**src/rtl/pwr_seq_pkg.sv**
```systemverilog
package pwr_seq_pkg;

  typedef enum logic [2:0] {
    SEQ_DEAD     = 3'd0,
    SEQ_WAIT_ANA = 3'd1,
    SEQ_RECALL   = 3'd2,
    SEQ_RUN      = 3'd3,
    SEQ_BROWN    = 3'd4
  } seqState_t;

  // control to datapath strobes
  typedef struct packed {
    logic clrVolatile;  // full power loss: return shadow state to defaults
    logic loadShadow;   // accepted recall completion
    logic setTimeout;   // recall window expired
    logic running;      // normal operation
    logic belowAna;     // analog section off
  } seqStrobe_t;

  localparam logic [7:0] STATUS_REG_ADDR = 8'h6E;

endpackage

```
**src/rtl/pwr_flag_filter.sv**
```systemverilog
module pwr_flag_filter #(
  parameter int FILT_LEN = 4
) (
  input  logic clk,
  input  logic rstN,
  input  logic rawIn,
  output logic cleanOut
);
  localparam int CNT_W = $clog2(FILT_LEN + 1);
  localparam logic [CNT_W-1:0] CNT_LAST = CNT_W'(FILT_LEN - 1);

  logic syncA, syncB;
  logic [CNT_W-1:0] runCnt;

  always_ff @(posedge clk or negedge rstN) begin
    if (!rstN) begin
      syncA <= 1'b0;
      syncB <= 1'b0;
    end else begin
      syncA <= rawIn;
      syncB <= syncA;
    end
  end

  always_ff @(posedge clk or negedge rstN) begin
    if (!rstN) begin
      cleanOut <= 1'b0;
      runCnt   <= '0;
    end else if (syncB == cleanOut) begin
      runCnt <= '0;
    end else if (runCnt == CNT_LAST) begin
      cleanOut <= syncB;
      runCnt   <= '0;
    end else begin
      runCnt <= runCnt + 1'b1;
    end
  end
endmodule

```
**src/rtl/pwr_seq_ctrl.sv**
```systemverilog
module pwr_seq_ctrl
  import pwr_seq_pkg::*;
#(
  parameter int TIMEOUT_CYC = 25000
) (
  input  logic       clk,
  input  logic       rstN,
  input  logic       digOk,
  input  logic       anaOk,
  input  logic       recallDone,
  output seqStrobe_t stb,
  output logic       recallReq,
  output logic       analogEn,
  output logic       outputEn,
  output logic       rdyN,
  output logic       hostBusEn
);
  localparam int TMR_W = $clog2(TIMEOUT_CYC + 1);
  localparam logic [TMR_W-1:0] TMR_LAST = TMR_W'(TIMEOUT_CYC - 1);

  seqState_t state, stateNext;
  logic [TMR_W-1:0] timer;
  logic anaEff, inRecall, recallAccept, recallExpire;

  assign anaEff       = digOk & anaOk;
  assign inRecall     = (state == SEQ_RECALL);
  assign recallAccept = inRecall & anaEff & recallDone;
  assign recallExpire = inRecall & anaEff & ~recallDone & (timer == TMR_LAST);

  always_comb begin
    stateNext = state;
    if (!digOk) begin
      stateNext = SEQ_DEAD;
    end else begin
      unique case (state)
        SEQ_DEAD:     stateNext = SEQ_WAIT_ANA;
        SEQ_WAIT_ANA: if (anaEff) stateNext = SEQ_RECALL;
        SEQ_RECALL: begin
          if (!anaEff)                          stateNext = SEQ_WAIT_ANA;
          else if (recallAccept || recallExpire) stateNext = SEQ_RUN;
        end
        SEQ_RUN:      if (!anaEff) stateNext = SEQ_BROWN;
        SEQ_BROWN:    if (anaEff)  stateNext = SEQ_RUN;
        default:      stateNext = SEQ_DEAD;
      endcase
    end
  end

  always_ff @(posedge clk or negedge rstN) begin
    if (!rstN) begin
      state <= SEQ_DEAD;
      timer <= '0;
    end else begin
      state <= stateNext;
      timer <= inRecall ? timer + 1'b1 : '0;
    end
  end

  always_comb begin
    stb.clrVolatile = (state == SEQ_DEAD);
    stb.loadShadow  = recallAccept;
    stb.setTimeout  = recallExpire;
    stb.running     = (state == SEQ_RUN);
    stb.belowAna    = ~((state == SEQ_RUN) | inRecall);
  end

  assign recallReq = inRecall;
  assign analogEn  = ~stb.belowAna;
  assign outputEn  = stb.running;
  assign rdyN      = ~stb.running;
  assign hostBusEn = ~stb.clrVolatile;
endmodule

```
**src/rtl/pwr_seq_datapath.sv**
```systemverilog
module pwr_seq_datapath
  import pwr_seq_pkg::*;
#(
  parameter int             DEV_W            = 8,
  parameter int             LIMIT_W          = 16,
  parameter logic [DEV_W-1:0] DEFAULT_DEV_ADDR = 8'hA2
) (
  input  logic               clk,
  input  logic               rstN,
  input  seqStrobe_t         stb,
  input  logic [DEV_W-1:0]   nvAddr,
  input  logic [LIMIT_W-1:0] nvLimit,
  input  logic               adcValid,
  input  logic [LIMIT_W-1:0] adcVcc,
  input  logic               faultIn,
  input  logic               faultClr,
  input  logic [7:0]         rdAddr,
  output logic [DEV_W-1:0]   devAddr,
  output logic               vccLowAlarm,
  output logic               txFault,
  output logic               recallTimeout,
  output logic [7:0]         rdData
);
  logic [DEV_W-1:0]   shAddr;
  logic [LIMIT_W-1:0] shLimit;
  logic               shLoaded;
  logic               faultLatch;
  logic               vccQualified;

  assign vccQualified = adcValid & (adcVcc > shLimit);

  // shadow copies of the nonvolatile settings
  always_ff @(posedge clk or negedge rstN) begin
    if (!rstN) begin
      shAddr   <= '0;
      shLimit  <= '0;
      shLoaded <= 1'b0;
    end else if (stb.clrVolatile) begin
      shAddr   <= '0;
      shLimit  <= '0;
      shLoaded <= 1'b0;
    end else if (stb.loadShadow) begin
      shAddr   <= nvAddr;
      shLimit  <= nvLimit;
      shLoaded <= 1'b1;
    end
  end

  always_ff @(posedge clk or negedge rstN) begin
    if (!rstN)                recallTimeout <= 1'b0;
    else if (stb.clrVolatile) recallTimeout <= 1'b0;
    else if (stb.setTimeout)  recallTimeout <= 1'b1;
  end

  // supply-low alarm: forced while not running, cleared by a qualified reading
  always_ff @(posedge clk or negedge rstN) begin
    if (!rstN)             vccLowAlarm <= 1'b1;
    else if (!stb.running) vccLowAlarm <= 1'b1;
    else if (vccQualified) vccLowAlarm <= 1'b0;
  end

  always_ff @(posedge clk or negedge rstN) begin
    if (!rstN)                               faultLatch <= 1'b0;
    else if (stb.clrVolatile || faultClr)    faultLatch <= 1'b0;
    else if (stb.running && !vccLowAlarm && faultIn) faultLatch <= 1'b1;
  end

  assign devAddr = shLoaded ? shAddr : DEFAULT_DEV_ADDR;
  assign txFault = stb.belowAna | faultLatch;

  always_comb begin
    if (rdAddr == STATUS_REG_ADDR)
      rdData = {3'b000, shLoaded, recallTimeout, txFault, vccLowAlarm, ~stb.running};
    else
      rdData = 8'h00;
  end
endmodule

```
**src/rtl/pwr_seq_top.sv**
```systemverilog
module pwr_seq_top
  import pwr_seq_pkg::*;
#(
  parameter int               FILT_LEN         = 4,
  parameter int               TIMEOUT_CYC      = 25000,
  parameter int               DEV_W            = 8,
  parameter int               LIMIT_W          = 16,
  parameter logic [DEV_W-1:0] DEFAULT_DEV_ADDR = 8'hA2
) (
  input  logic               clk,
  input  logic               rstN,
  input  logic               aboveDigRaw,
  input  logic               aboveAnaRaw,
  input  logic               recallDone,
  input  logic [DEV_W-1:0]   nvAddr,
  input  logic [LIMIT_W-1:0] nvLimit,
  input  logic               adcValid,
  input  logic [LIMIT_W-1:0] adcVcc,
  input  logic               faultIn,
  input  logic               faultClr,
  input  logic [7:0]         rdAddr,
  output logic               recallReq,
  output logic               analogEn,
  output logic               outputEn,
  output logic               rdyN,
  output logic               hostBusEn,
  output logic [DEV_W-1:0]   devAddr,
  output logic               vccLowAlarm,
  output logic               txFault,
  output logic               recallTimeout,
  output logic [7:0]         rdData
);
  localparam int NUM_FLAGS = 2;

  logic [NUM_FLAGS-1:0] rawFlags, cleanFlags;
  seqStrobe_t stb;

  assign rawFlags = {aboveAnaRaw, aboveDigRaw};

  for (genvar i = 0; i < NUM_FLAGS; i++) begin : g_filt
    pwr_flag_filter #(.FILT_LEN(FILT_LEN)) u_filt (
      .clk(clk), .rstN(rstN), .rawIn(rawFlags[i]), .cleanOut(cleanFlags[i])
    );
  end

  pwr_seq_ctrl #(.TIMEOUT_CYC(TIMEOUT_CYC)) u_ctrl (
    .clk(clk), .rstN(rstN),
    .digOk(cleanFlags[0]), .anaOk(cleanFlags[1]), .recallDone(recallDone),
    .stb(stb), .recallReq(recallReq), .analogEn(analogEn), .outputEn(outputEn),
    .rdyN(rdyN), .hostBusEn(hostBusEn)
  );

  pwr_seq_datapath #(
    .DEV_W(DEV_W), .LIMIT_W(LIMIT_W), .DEFAULT_DEV_ADDR(DEFAULT_DEV_ADDR)
  ) u_dp (
    .clk(clk), .rstN(rstN), .stb(stb),
    .nvAddr(nvAddr), .nvLimit(nvLimit), .adcValid(adcValid), .adcVcc(adcVcc),
    .faultIn(faultIn), .faultClr(faultClr), .rdAddr(rdAddr),
    .devAddr(devAddr), .vccLowAlarm(vccLowAlarm), .txFault(txFault),
    .recallTimeout(recallTimeout), .rdData(rdData)
  );
endmodule

```
**config.mk**
```make
export PLATFORM = sky130hd
export DESIGN_NAME = pwr_seq_top
export DESIGN_NICKNAME = d
export VERILOG_FILES = /design/src/rtl/pwr_seq_pkg.sv /design/src/rtl/pwr_flag_filter.sv /design/src/rtl/pwr_seq_ctrl.sv /design/src/rtl/pwr_seq_datapath.sv /design/src/rtl/pwr_seq_top.sv
export SDC_FILE = /design/constraint.sdc
export NUM_CORES = 1
export LEC_CHECK = 0
export ABC_AREA = 0
export BUFFER_PORTS_ARGS = -buffer_cell sky130_fd_sc_hd__buf_2
export CAP_MARGIN = 20
export CORE_UTILIZATION = 53
export CTS_CLUSTER_DIAMETER = 80
export CTS_CLUSTER_SIZE = 25
export DETAILED_ROUTE_END_ITERATION = 10
export MAX_ROUTING_LAYER = met4
export PLACE_DENSITY = 0.8
export SLEW_MARGIN = 20
export SYNTH_ARGS = -nofsm -noshare
export SYNTH_HDL_FRONTEND = slang
export SYNTH_HIERARCHICAL = 1
export SYNTH_SLANG_ARGS = --single-unit
export TNS_END_PERCENT = 10
```
**constraint.sdc**
```tcl
create_clock -name clk -period 2.7 [get_ports clk]
set_clock_uncertainty 0.15 [all_clocks]
set_input_delay 0.54 -clock clk [delete_from_list [all_inputs] [get_ports clk]]
set_output_delay 0.54 -clock clk [all_outputs]
set_load 0.005 [all_outputs]
```
Word level (Yosys, flattened, before mapping)
Index checks and enable logic that the tools add are counted.
{ "classes": {"magnitude_cmp": 1, "n_eq_ne": 15, "shifts": 0, "addsub": 3, "reduce_logical": 12, "n_div": 0, "n_bitwise": 14, "mux": 26, "multipliers": 0} }
{ "op_table": {"columns": ["operator", "count"], "rows": [
  ["2-to-1 mux 16 bit", 2],
  ["2-to-1 mux 3 bit", 10],
  ["2-to-1 mux 8 bit", 3],
  ["> comparator 16 bit", 1],
  ["adder 15 x 1 -> 15 bit (second input constant)", 1],
  ["equality test 15 bit (second input constant)", 1],
  ["2-to-1 mux 15 bit", 1],
  ["one-hot mux 3 bit (5 select lines)", 1],
  ["equality test 3 x 2 -> 1 bit (second input constant)", 4],
  ["equality test 8 x 7 -> 1 bit (second input constant)", 1],
  ["2-to-1 mux 1 bit", 8],
  ["adder 3 x 1 -> 3 bit (second input constant)", 2],
  ["bitwise AND 1 bit", 6],
  ["inequality test 3 x 2 -> 1 bit (second input constant)", 2],
  ["inverter 1 bit", 6],
  ["nonzero test 2 bit", 3],
  ["2-to-1 mux 5 bit", 1],
  ["inequality test 4 bit (second input constant)", 1],
  ["AND reduction 2 bit", 2],
  ["AND reduction 4 bit", 1],
  ["equality test 3 x 1 -> 1 bit (second input constant)", 1],
  ["equality test 3 bit (second input constant)", 1],
  ["zero test 3 bit", 1],
  ["inequality test 3 bit (second input constant)", 1],
  ["6 further kinds", 10]
]} }
{ "totals": {"mem_bits_rw": 0, "mem_count": 0, "latch_bits": 0, "elab_cells": 87, "rom_bits": 0, "reg_bits": 58} }

Depth between registers and ports, before layout
Gate-level depths: netlist (run 1).
{ "logic_depth": {"word_depth": 9, "mapped_depth": 8} }

Hierarchy
The synthesis (run 1) kept the hierarchy.
{ "by_module_without_submodules": {"columns": ["mod", "area_each_um2", "cells_each", "n_inst", "seq_area_each_um2"], "rows": [
  ["pwr_seq_datapath", 1657.8, 166, 1, 701.9],
  ["pwr_seq_ctrl", 1006.0, 108, 1, 450.4],
  ["pwr_flag_filter at g_filt[0].u_filt", 229.0, 13, 1, 150.1],
  ["pwr_flag_filter at g_filt[1].u_filt", 216.5, 13, 1, 150.1]
]} }

Worst setup path after synthesis (run 1)
OpenSTA, ideal clock, no wires.
{ "synth_path": {"kind": "reg2reg", "startpoint": "reg u_ctrl.state[0]", "endpoint": "reg u_dp.shLimit[10]", "arrival_time_ps": 1574, "synth_period_minus_slack_ps": 1856, "setup_slack_ps": 844, "setup_time_ps": 132, "path_stages_with_launch": 9, "path_buffers": 3, "path_cell_list": "dfrtp_1 -> nor2_1 -> nand2_1 -> nor3_1 -> buf_4 -> buf_2 -> buf_4 -> mux2i_1 -> nor2_1"} }
{ "synth_via": {"elab_chain_len": 4} }
{ "synth_lines": {"columns": ["item", "line_no", "source"], "rows": [
  ["from (decl)", "pwr_seq_ctrl.sv:21", "seqState_t state, stateNext;"],
  ["from (signal assigned)", "pwr_seq_ctrl.sv:54", "state <= stateNext;"],
  ["equality test 3 x 2 -> 1 bit", "pwr_seq_ctrl.sv:26", "assign inRecall = (state == SEQ_RECALL);"],
  ["bitwise AND 1 bit (2 in series)", "pwr_seq_ctrl.sv:27", "assign recallAccept = inRecall & anaEff & recallDone;"],
  ["named net u_ctrl.recallAccept", "pwr_seq_ctrl.sv:23", "logic anaEff, inRecall, recallAccept, recallExpire;"],
  ["nonzero test 2 bit (no line)", null, null],
  ["to (signal assigned)", "pwr_seq_datapath.sv:44", "shLimit <= nvLimit;"],
  ["to (decl)", "pwr_seq_datapath.sv:25", "logic [LIMIT_W-1:0] shLimit;"]
]} }
The timed path passes the listed nets, and every way through them passes these cells.
A chain may end at the register's enable or synchronous reset.

==> results.cfg, run 1 <==
[layout]
drive_gt1_share_pct = 29.4
layout.nets = 454
final_util_pct = 67.3
area_growth_pct = 20.7
diodes = 0
finish.instance_area_um2 = 3750

[run]
drv_cap = 0

[pwr]
switching_share_pct = 29.5
seq_power_share_pct = 42.7
p_clk_share_pct = 36.8
p_leak_nw = 1.71
netSwitchingPower_mw = 0.693
pwr-share-comb_pct = 20.5
power.ir.vdd_worst_uv = 593
intPower_mw = 1.65
power.density_nw_per_um2 = 625

[route]
first_pass_iters = 4
finalWirelength_um = 6430
antenna_left = 0
via_per_inst = 5.16
vias = 2355
post_drt_wl_per_cell_um = 14.1
drc = 0
first_iter_violations = 101

[synthesis]
synth-seq-area-share_pct = 46.7
ys_types = 48
netlist_instances = 300
synth.avg_cell_area_um2 = 10.4
synth_top_flop_cell = dfrtp_1
synth_edf_count = 0
async_flop_share_pct = 100
synth-seq-cells = 58
yosys_warnings = 6
synth_area_um2 = 3110

[global_route]
antenna_found_initial = 0
grt_max_degree = 33
overflow = 0
grt_usage_pct = 23.3
grt_pass1_vias = 2302
grt_pass1_wl_um = 10400

[timing]
finalCritPeriodShare_pct = 85.7
slew_violations = 0
final.setup.tns_ns = 0
worst_pin_slew_ns = 0.617
rsz0062_at_grt = false
hold_violations = 0
period_needed_ns = 2.31
fmax_mhz = 432
setup_viol = 0
slew_headroom_pct = 58.9

[die]
die_area_um2 = 6180
fp.dieW_um = 78.6
core_area_um2 = 5570
die_h_um = 78.6
ios = 80
initial_core_util_pct = 55.8
rows = 27

[setup_path]
endpoint_kind = output pin
start_kind = flip-flop
worst_path_max_delay_cell = dfrtp_1
crit_path_cell_trace = nor2b_1, inv_1, or2_2, and2_1, buf_2
crit-reg2reg-launch = u_ctrl/state[1]
r2r_cells = 6
cp_max_fo = 5
critPathArrivalTime_ns = 1.62
required_ns = 2.01
worst-setup-path-type = flip-flop to output pin
reg2reg_slack_ns = 0.77
timing.rr.end = u_dp/vccLowAlarm
max_stage_delay_ns = 0.43

[place]
port_buffers = 76
dp_hpwl_um = 4700
postPlaceCellArea_um2 = 3540
globalplace.congestion = 0.825

[clocking]
cts.sinks = 58
cts_resized = 0
cts-root-buf = clkbuf_8
ctsHoldBuffers = 0
cts_made_buffers = 9
cts_max_level = 3
cts_setup_buffers = 0
cts_tree = yes
clkSlewWorstSetupHoldPaths_ns = 0.07
cts_buffer_depth = 2
insertion_delay_ns = 0.34

[status]
status = completed

[min_path]
hp-class = input pin to async pin
sequential cells by signal, summed over array words and instances, names as in the netlist:
signal,flops
u_dp/recallTimeout,1
g_filt.u_filt/syncA,2
u_ctrl/timer,15
u_dp/shLoaded,1
u_dp/faultLatch,1
u_dp/vccLowAlarm,1
u_ctrl/state,3
g_filt.u_filt/runCnt,6
g_filt.u_filt/cleanOut,2
u_dp/shLimit,16
g_filt.u_filt/syncB,2
u_dp/shAddr,8
power by group through the flow:
stage,sequential [mW],combinational (mW),clock [mW]
detailed placement,1.02,0.484,0
finish,1.00,0.482,0.863
CTS,1.00,0.486,0.885
global route,1.01,0.532,0.928
global placement,1.01,0.462,0
floorplan,0.999,0.314,0
through the flow:
| stage | std cells | setup slack [ns] | hold slack, ns | total power, mW |
|---|---|---|---|---|
| 2_1_floorplan | 302 | 0.844 | 0.0944 | 1.31 |
| 3_3_place_gp | 440 | 0.666 | 0.183 | 1.47 |
| 3_5_place_dp | 440 | 0.621 | 0.185 | 1.50 |
| 4_1_cts | 456 | 0.370 | 0.0627 | 2.37 |
| 5_1_grt | 456 | 0.297 | 0.101 | 2.47 |
| 6_report | 456 | 0.386 | 0.0619 | 2.35 |
critical path, delay by kind of cell, from the launching register on:
family	cells	cell delay [ns]
simple gates	3	0.68
flops	1	0.43
buf+inv	2	0.18
logic make-up (layout without fill, tap and decap cells):
group | count (synthesis) | in the layout | share of synthesized area, %
AO/OA/AOI/OAI | 22 | 22 | 4.55
XOR/XNOR | 13 | 13 | 3.66
adder cells (fa/ha/maj) | 19 | 19 | 7.65
flip-flops | 58 | 58 | 46.7
AND/OR/NAND/NOR | 122 | 122 | 22.6
multiplexers | 27 | 27 | 8.89
other | 1 | 3 | 0.121
buffers and inverters | 38 | 120 | 5.83
cells in the mapped netlist (all sizes together) (5+ instances only):
cell type  number  area (um^2)
nand4           6         58.8
nand2          15         56.3
nor3b           5         42.5
nor3           11         60.1
inv            24         90.1
dfrtp          57         1430
xnor2           9         78.8
mux2i          25          250
nor2b           6         52.6
nor2           45          174
nand3           5         30.0
and2           12         75.1
nor4            5         65.1
ha             19          238
a21oi           9         45.0
buf            10         76.3
per-layer routing:
| metal | GRT usage (%) | vias up | part of all wire, % |
|---|---|---|---|
| met4 | 9.44 | 0 | 1.9 |
| met2 | 38.7 | 65 | 50 |
| li1 | - | 1163 | - |
| met5 | - | - | 0 |
| met1 | 26.6 | 1112 | 43 |
| met3 | 6.28 | 15 | 4.8 |
final cells by class:
type                            instances  area [um^2]
Clock buffer                           11          131
Clock inverter                          5         78.8
Fill cell                             444         1820
Inverter                               24         90.1
Multi-Input combinational cell        206         1490
Sequential cell                        58         1450
Tap cell                               72         90.1
Timing Repair Buffer                   80          423
cells in the final DEF (no fill, tap or decap), types with 3 or more instances in the layout:
master	instances
buf_2	76
dfrtp_1	57
nor2_1	43
mux2i_1	25
inv_1	24
ha_1	19
nand2_1	15
and2_1	12
clkbuf_8	9
xnor2_1	9
nor3_1	9
a21oi_1	9
nor2b_1	4
nor3b_1	4
nand4_1	4
nand3_1	4
o21ai_0	4
xor2_1	4
nand2b_1	4
buf_4	3
nor4_2	3
or3_1	3
conb_1	3
how the worst max path moves through the flow:
stage	depth (start not counted)	to	startpoint
4_1_cts	5	rdData[2]	u_ctrl/state[1]
6_report	5	rdData[2]	u_ctrl/state[1]
5_1_grt	5	rdData[2]	u_ctrl/state[1]
3_3_place_gp	5	rdData[3]	rdAddr[4]
2_1_floorplan	8	u_dp/shLimit[10]	u_ctrl/state[0]
3_5_place_dp	5	rdData[3]	rdAddr[4]
Note: power is estimated with default switching activity, not from simulation.
==> run 2, diff against run 1 <==
RECOVER_POWER = 25   (was default)
==> run 2 against run 1 <==
  * Sequential power hardly changed
  * Non-clock buffer count unchanged
  * Die area stayed put
  * Critical path depth did not move
  * Register-to-register slack hardly changed
  * Critical path type unchanged
  * Utilization about the same
==> results.cfg, run 2 (synthesized netlist as in run 1, its figures left out) <==
[layout]
layout.nets = 454
final_util_pct = 67.3
area_growth_pct = 20.7
final_common_cell = buf_2
diodes = 0
final.fill_count = 444
reg_top3 = u_dp/shLimit (16), u_ctrl/timer (15), u_dp/shAddr (8)
largest_reg_flops = 16
largest_register = u_dp/shLimit
drive_gt1_share_pct = 29.2
layout_common_cells = buf_2, dfrtp_1, nor2_1, mux2i_1, inv_1

[clocking]
clkSlewWorstSetupHoldPaths_ns = 0.07
cts_setup_buffers = 0
cts-root-buf = clkbuf_8
ctsHoldBuffers = 0
cts_made_buffers = 9
cts_max_level = 3
cts_buffer_depth = 2
cts_resized = 0
cts.sinks = 58
cts_tree = yes
insertion_delay_ns = 0.34

[global_route]
grt_pass1_vias = 2302
grt_usage_pct = 23.3
antenna_found_initial = 0
grt_max_degree = 33
grt_pass1_wl_um = 10400
overflow = 0

[timing]
finalCritPeriodShare_pct = 85.7
final.setup.tns_ns = 0
setup_viol = 0
fmax_mhz = 432
hold_violations = 0
fin_hold_ws_ns = 0.153
setup_ws_ns = 0.386
slew_violations = 0
worst_pin_slew_ns = 1.48
period_needed_ns = 2.31
rsz0062_at_grt = false
slew_headroom_pct = 1.11

[die]
die_area_um2 = 6180
rows = 27
ios = 80
core_area_um2 = 5570
die_h_um = 78.6
fp.dieW_um = 78.6
initial_core_util_pct = 55.8

[run]
drv_cap = 0

[route]
via_per_inst = 5.16
finalWirelength_um = 6440
post_drt_wl_per_cell_um = 14.1
drc = 0
first_iter_violations = 101
first_pass_iters = 4
vias = 2355
antenna_left = 0

[setup_path]
worst-setup-path-type = flip-flop to output pin
startpoint = u_ctrl/state[1]
start_kind = flip-flop
critPathArrivalTime_ns = 1.62
crit-reg2reg-launch = u_ctrl/state[1]
required_ns = 2.01
cp_max_fo = 5
endpoint_kind = output pin

[place]
port_buffers = 76
dp_hpwl_um = 4700
pre_cts_ws_ns = 0.621
globalplace.congestion = 0.825

[pwr]
p_leak_nw = 1.71
power.ir.vdd_worst_uv = 593
power.density_nw_per_um2 = 625

[min_path]
min-delay-start = aboveAnaRaw
hp-class = input pin to flip-flop

[status]
status = completed
[run 2: power by group]
part / switching (mW) / internal (mW) / leakage, nW
Clock: 0.344 / 0.518 / 0.107
Combinational: 0.281 / 0.201 / 0.816
Sequential: 0.0671 / 0.934 / 0.787
Total: 0.693 / 1.65 / 1.71
[run 2: layer usage]
metal,routed length [um],global-route usage [%],vias up
met5,0,-,-
met4,122,9.44,0
met3,309,6.28,15
met2,3210,38.7,65
met1,2790,26.6,1112
li1,-,-,1163
[run 2: critical path, cell delays in order, from the launching register on]
cell	delay (ns)
dfrtp_1	0.43
nor2b_1	0.21
inv_1	0.06
or2_2	0.31
and2_1	0.16
buf_2	0.12
[run 2: layout make-up]
| type | instances | area, um^2 | area share, % |
|---|---|---|---|
| Inverter | 24 | 90.1 | 2.40 |
| Multi-Input combinational cell | 206 | 1490 | 39.6 |
| Timing Repair Buffer | 80 | 422 | 11.2 |
| Clock buffer | 11 | 131 | 3.50 |
| Clock inverter | 5 | 78.8 | 2.10 |
| Tap cell | 72 | 90.1 | 2.40 |
| Sequential cell | 58 | 1450 | 38.7 |
[run 2: path summary, 6_finish.rpt]
kind | end | slack (ns) | depth (start not counted)
max in group asynchronous | u_dp/vccLowAlarm | 1.10 | 2
max | rdData[2] | 0.39 | 5
max reg2reg | u_dp/vccLowAlarm | 0.77 | 6
min | g_filt[1].u_filt/syncA | 0.15 | 1
min in group asynchronous | g_filt[0].u_filt/syncB | 0.40 | 1
min reg2reg | g_filt[1].u_filt/syncB | 0.20 | 0
[run 2: through the flow]
step	std cells	total power, mW	cell area [um^2]
2_1_floorplan	302	1.31	3120
3_3_place_gp	440	1.47	3540
3_5_place_dp	440	1.50	3540
4_1_cts	456	2.37	3750
5_1_grt	456	2.47	3750
6_report	456	2.35	3750
==> run 3, diff against run 2 <==
ABC_AREA = 1   (was 0)
CORE_UTILIZATION = 35   (was 53)
PLACE_DENSITY = default   (was 0.8)
==> run 3 against run 2 <==
  * Critical path depth is the same
  * Register-to-register slack lost 0.16 ns
  * Worst setup slack gained 0.046 ns
  * Synthesized area grew 4.6%
  * Total power grew 11%
  * First-iteration DRC count grew 27%
  * Clock power grew 24%
  * Critical path type is now input pin to output pin
  * Largest cell class is now flip-flops and latches
==> results.cfg, run 3 <==
[die]
rows = 34
ios = 80
die_area_um2 = 9680
core_area_um2 = 8850
initial_core_util_pct = 36.8
fp.dieW_um = 98.4
die_h_um = 98.4

[synthesis]
netlist_instances = 412
synth-seq-area-share_pct = 44.7
yosys_warnings = 6
synth.avg_cell_area_um2 = 7.89
synth_top_area_cell = dfrtp_1
synth-seq-cells = 58
synth_top_flop_cell = dfrtp_1
synth.most_common_cell = nand2_1
synth_area_um2 = 3250
synth_top_area_share_pct = 43.9
ys_types = 30
synthTopCellsByArea = dfrtp_1, nand2_1, inv_1, ha_1, nand3_1
ys_top_cells_by_count = nand2_1, inv_1, dfrtp_1
async_flop_share_pct = 100
synth_edf_count = 0

[layout]
drive_gt1_share_pct = 26.2
largest_register = u_dp/shLimit
finish.instance_area_um2 = 3970
layout.nets = 566
layout.cells.non_filler = 604
area_growth_pct = 22.2
largest_reg_flops = 16
seqCellArea_um2 = 1450
final_common_cell = nand2_1
final.fill_count = 922
reg_top3 = u_dp/shLimit (16), u_ctrl/timer (15), u_dp/shAddr (8)
diodes = 0
layout_common_cells = nand2_1, buf_2, inv_1, dfrtp_1, nor2_1
multiInputGateArea_um2 = 1430

[clocking]
clkSlewWorstSetupHoldPaths_ns = 0.07
ctsHoldBuffers = 0
cts_setup_buffers = 0
cts.sinks = 58
cts-root-buf = clkbuf_8
cts_tree = yes
cts_buffer_depth = 2
cts_max_level = 3
cts_made_buffers = 9
cts_resized = 0
insertion_delay_ns = 0.33

[route]
finalWirelength_um = 7210
first_iter_violations = 128
via_per_inst = 4.66
drc = 0
first_pass_iters = 4
vias = 2814
antenna_left = 0
post_drt_wl_per_cell_um = 11.9

[global_route]
grt_pass1_wl_um = 12700
grt_usage_pct = 17.2
grtUsageMet1_pct = 21.7
use_met3_pct = 4.44
grt_max_degree = 29
overflow = 0
antenna_found_initial = 0
grt_pass1_vias = 2799
grt-busiest-layer = met2
use_met2_pct = 27.2

[place]
dp_hpwl_um = 5550
globalplace.congestion = 0.836
pre_cts_ws_ns = 0.376
port_buffers = 76
postPlaceCellArea_um2 = 3710
dpl.cell_count = 588

[setup_path]
cpMostUsedCell = buf_2
crit_family = simple AND/OR/NAND/NOR gates
max_stage_delay_ns = 0.38
worst_path_max_delay_cell = nand4_1
crit_path_cell_trace = buf_2, nor3_1, nand4_1, a21oi_1, buf_2
worst-setup-path-type = input pin to output pin
cp_max_fo = 5
critPathArrivalTime_ns = 1.58
path_buf_inv = 2
required_ns = 2.01
start_kind = input pin
endpoint_kind = output pin

[timing]
rsz0062_at_grt = false
fmax_mhz = 441
setup_ws_ns = 0.432
final.setup.tns_ns = 0
finalCritPeriodShare_pct = 84.0
fin_hold_ws_ns = 0.160
setup_viol = 0
hold_violations = 0
slew_violations = 0
slew_headroom_pct = 1.49
period_needed_ns = 2.27
worst_pin_slew_ns = 1.48

[pwr]
power.ir.vdd_worst_uv = 277
seq_power_share_pct = 37.5
switching_share_pct = 29.5
p_clk_share_pct = 41.2
intPower_mw = 1.84
netSwitchingPower_mw = 0.770
pwr-share-comb_pct = 21.4
p_leak_nw = 2.03
power.density_nw_per_um2 = 656

[run]
drv_cap = 0

[status]
status = completed

[min_path]
hp-class = input pin to flip-flop
run 3: cell count changes after synthesis, sizes merged, moves of 5 or more:
cell,previous run,this run
nand2,15,92
inv,24,72
nand3,5,43
mux2i,25,0
o21ai,4,25
and2,12,1
xnor2,9,0
a21oi,9,17
nor2,45,52
nor2b,6,0
buf,10,15
nor3b,5,0
nor4,5,0
run 3: cell families after synthesis:
| family | count (synthesis) | synth area share [%] |
|---|---|---|
| compound gates | 46 | 8.66 |
| fa+ha+maj | 19 | 7.31 |
| buf+inv | 87 | 11.6 |
| flops | 58 | 44.7 |
| other cells | 1 | 0.115 |
| simple gates | 201 | 27.6 |
run 3: routing by layer:
metal / routed length, um / up-vias
li1: - / 1451
met1: 3440 / 1289
met2: 3370 / 67
met3: 327 / 7
met4: 77 / 0
met5: 0 / -
run 3: path summary, 6_finish.rpt:
check	start	to	slack, ns	cells after the start
worst max-delay path	rdAddr[0]	rdData[2]	0.43	5
worst min-delay path	aboveDigRaw	g_filt[0].u_filt/syncA	0.16	1
worst max register to register	u_ctrl/state[0]	u_dp/shLimit[4]	0.61	7
worst min register to register	g_filt[1].u_filt/syncA	g_filt[1].u_filt/syncB	0.20	0
max in group asynchronous	rstN	u_dp/vccLowAlarm	1.00	2
min in group asynchronous	rstN	u_dp/shLimit[2]	0.40	1
run 3: final cells by class:
| type | count | share of cell area (%) |
|---|---|---|
| multi-input combinational | 269 | 36.0 |
| inverter | 72 | 6.87 |
| tap | 108 | 3.40 |
| clock inverter | 5 | 3.15 |
| timing repair buffer | 81 | 10.5 |
| sequential | 58 | 36.6 |
| clock buffer | 11 | 3.56 |
run 3: through the flow:
| step | utilization (%) | power [mW] |
|---|---|---|
| after CTS | 44.9 | 2.65 |
| after floorplan | - | 1.38 |
| after global routing | 44.9 | 2.77 |
| after global placement | 41.9 | 1.55 |
| after detailed placement | 41.9 | 1.56 |
| final | 44.9 | 2.61 |
run 3: power by group through the flow:
| stage | logic, mW | clock network (mW) | registers, mW |
|---|---|---|---|
| floorplan | 0.403 | 0 | 0.980 |
| global placement | 0.557 | 0 | 0.991 |
| detailed placement | 0.568 | 0 | 0.994 |
| CTS | 0.573 | 1.10 | 0.978 |
| global route | 0.643 | 1.14 | 0.987 |
| finish | 0.558 | 1.07 | 0.977 |
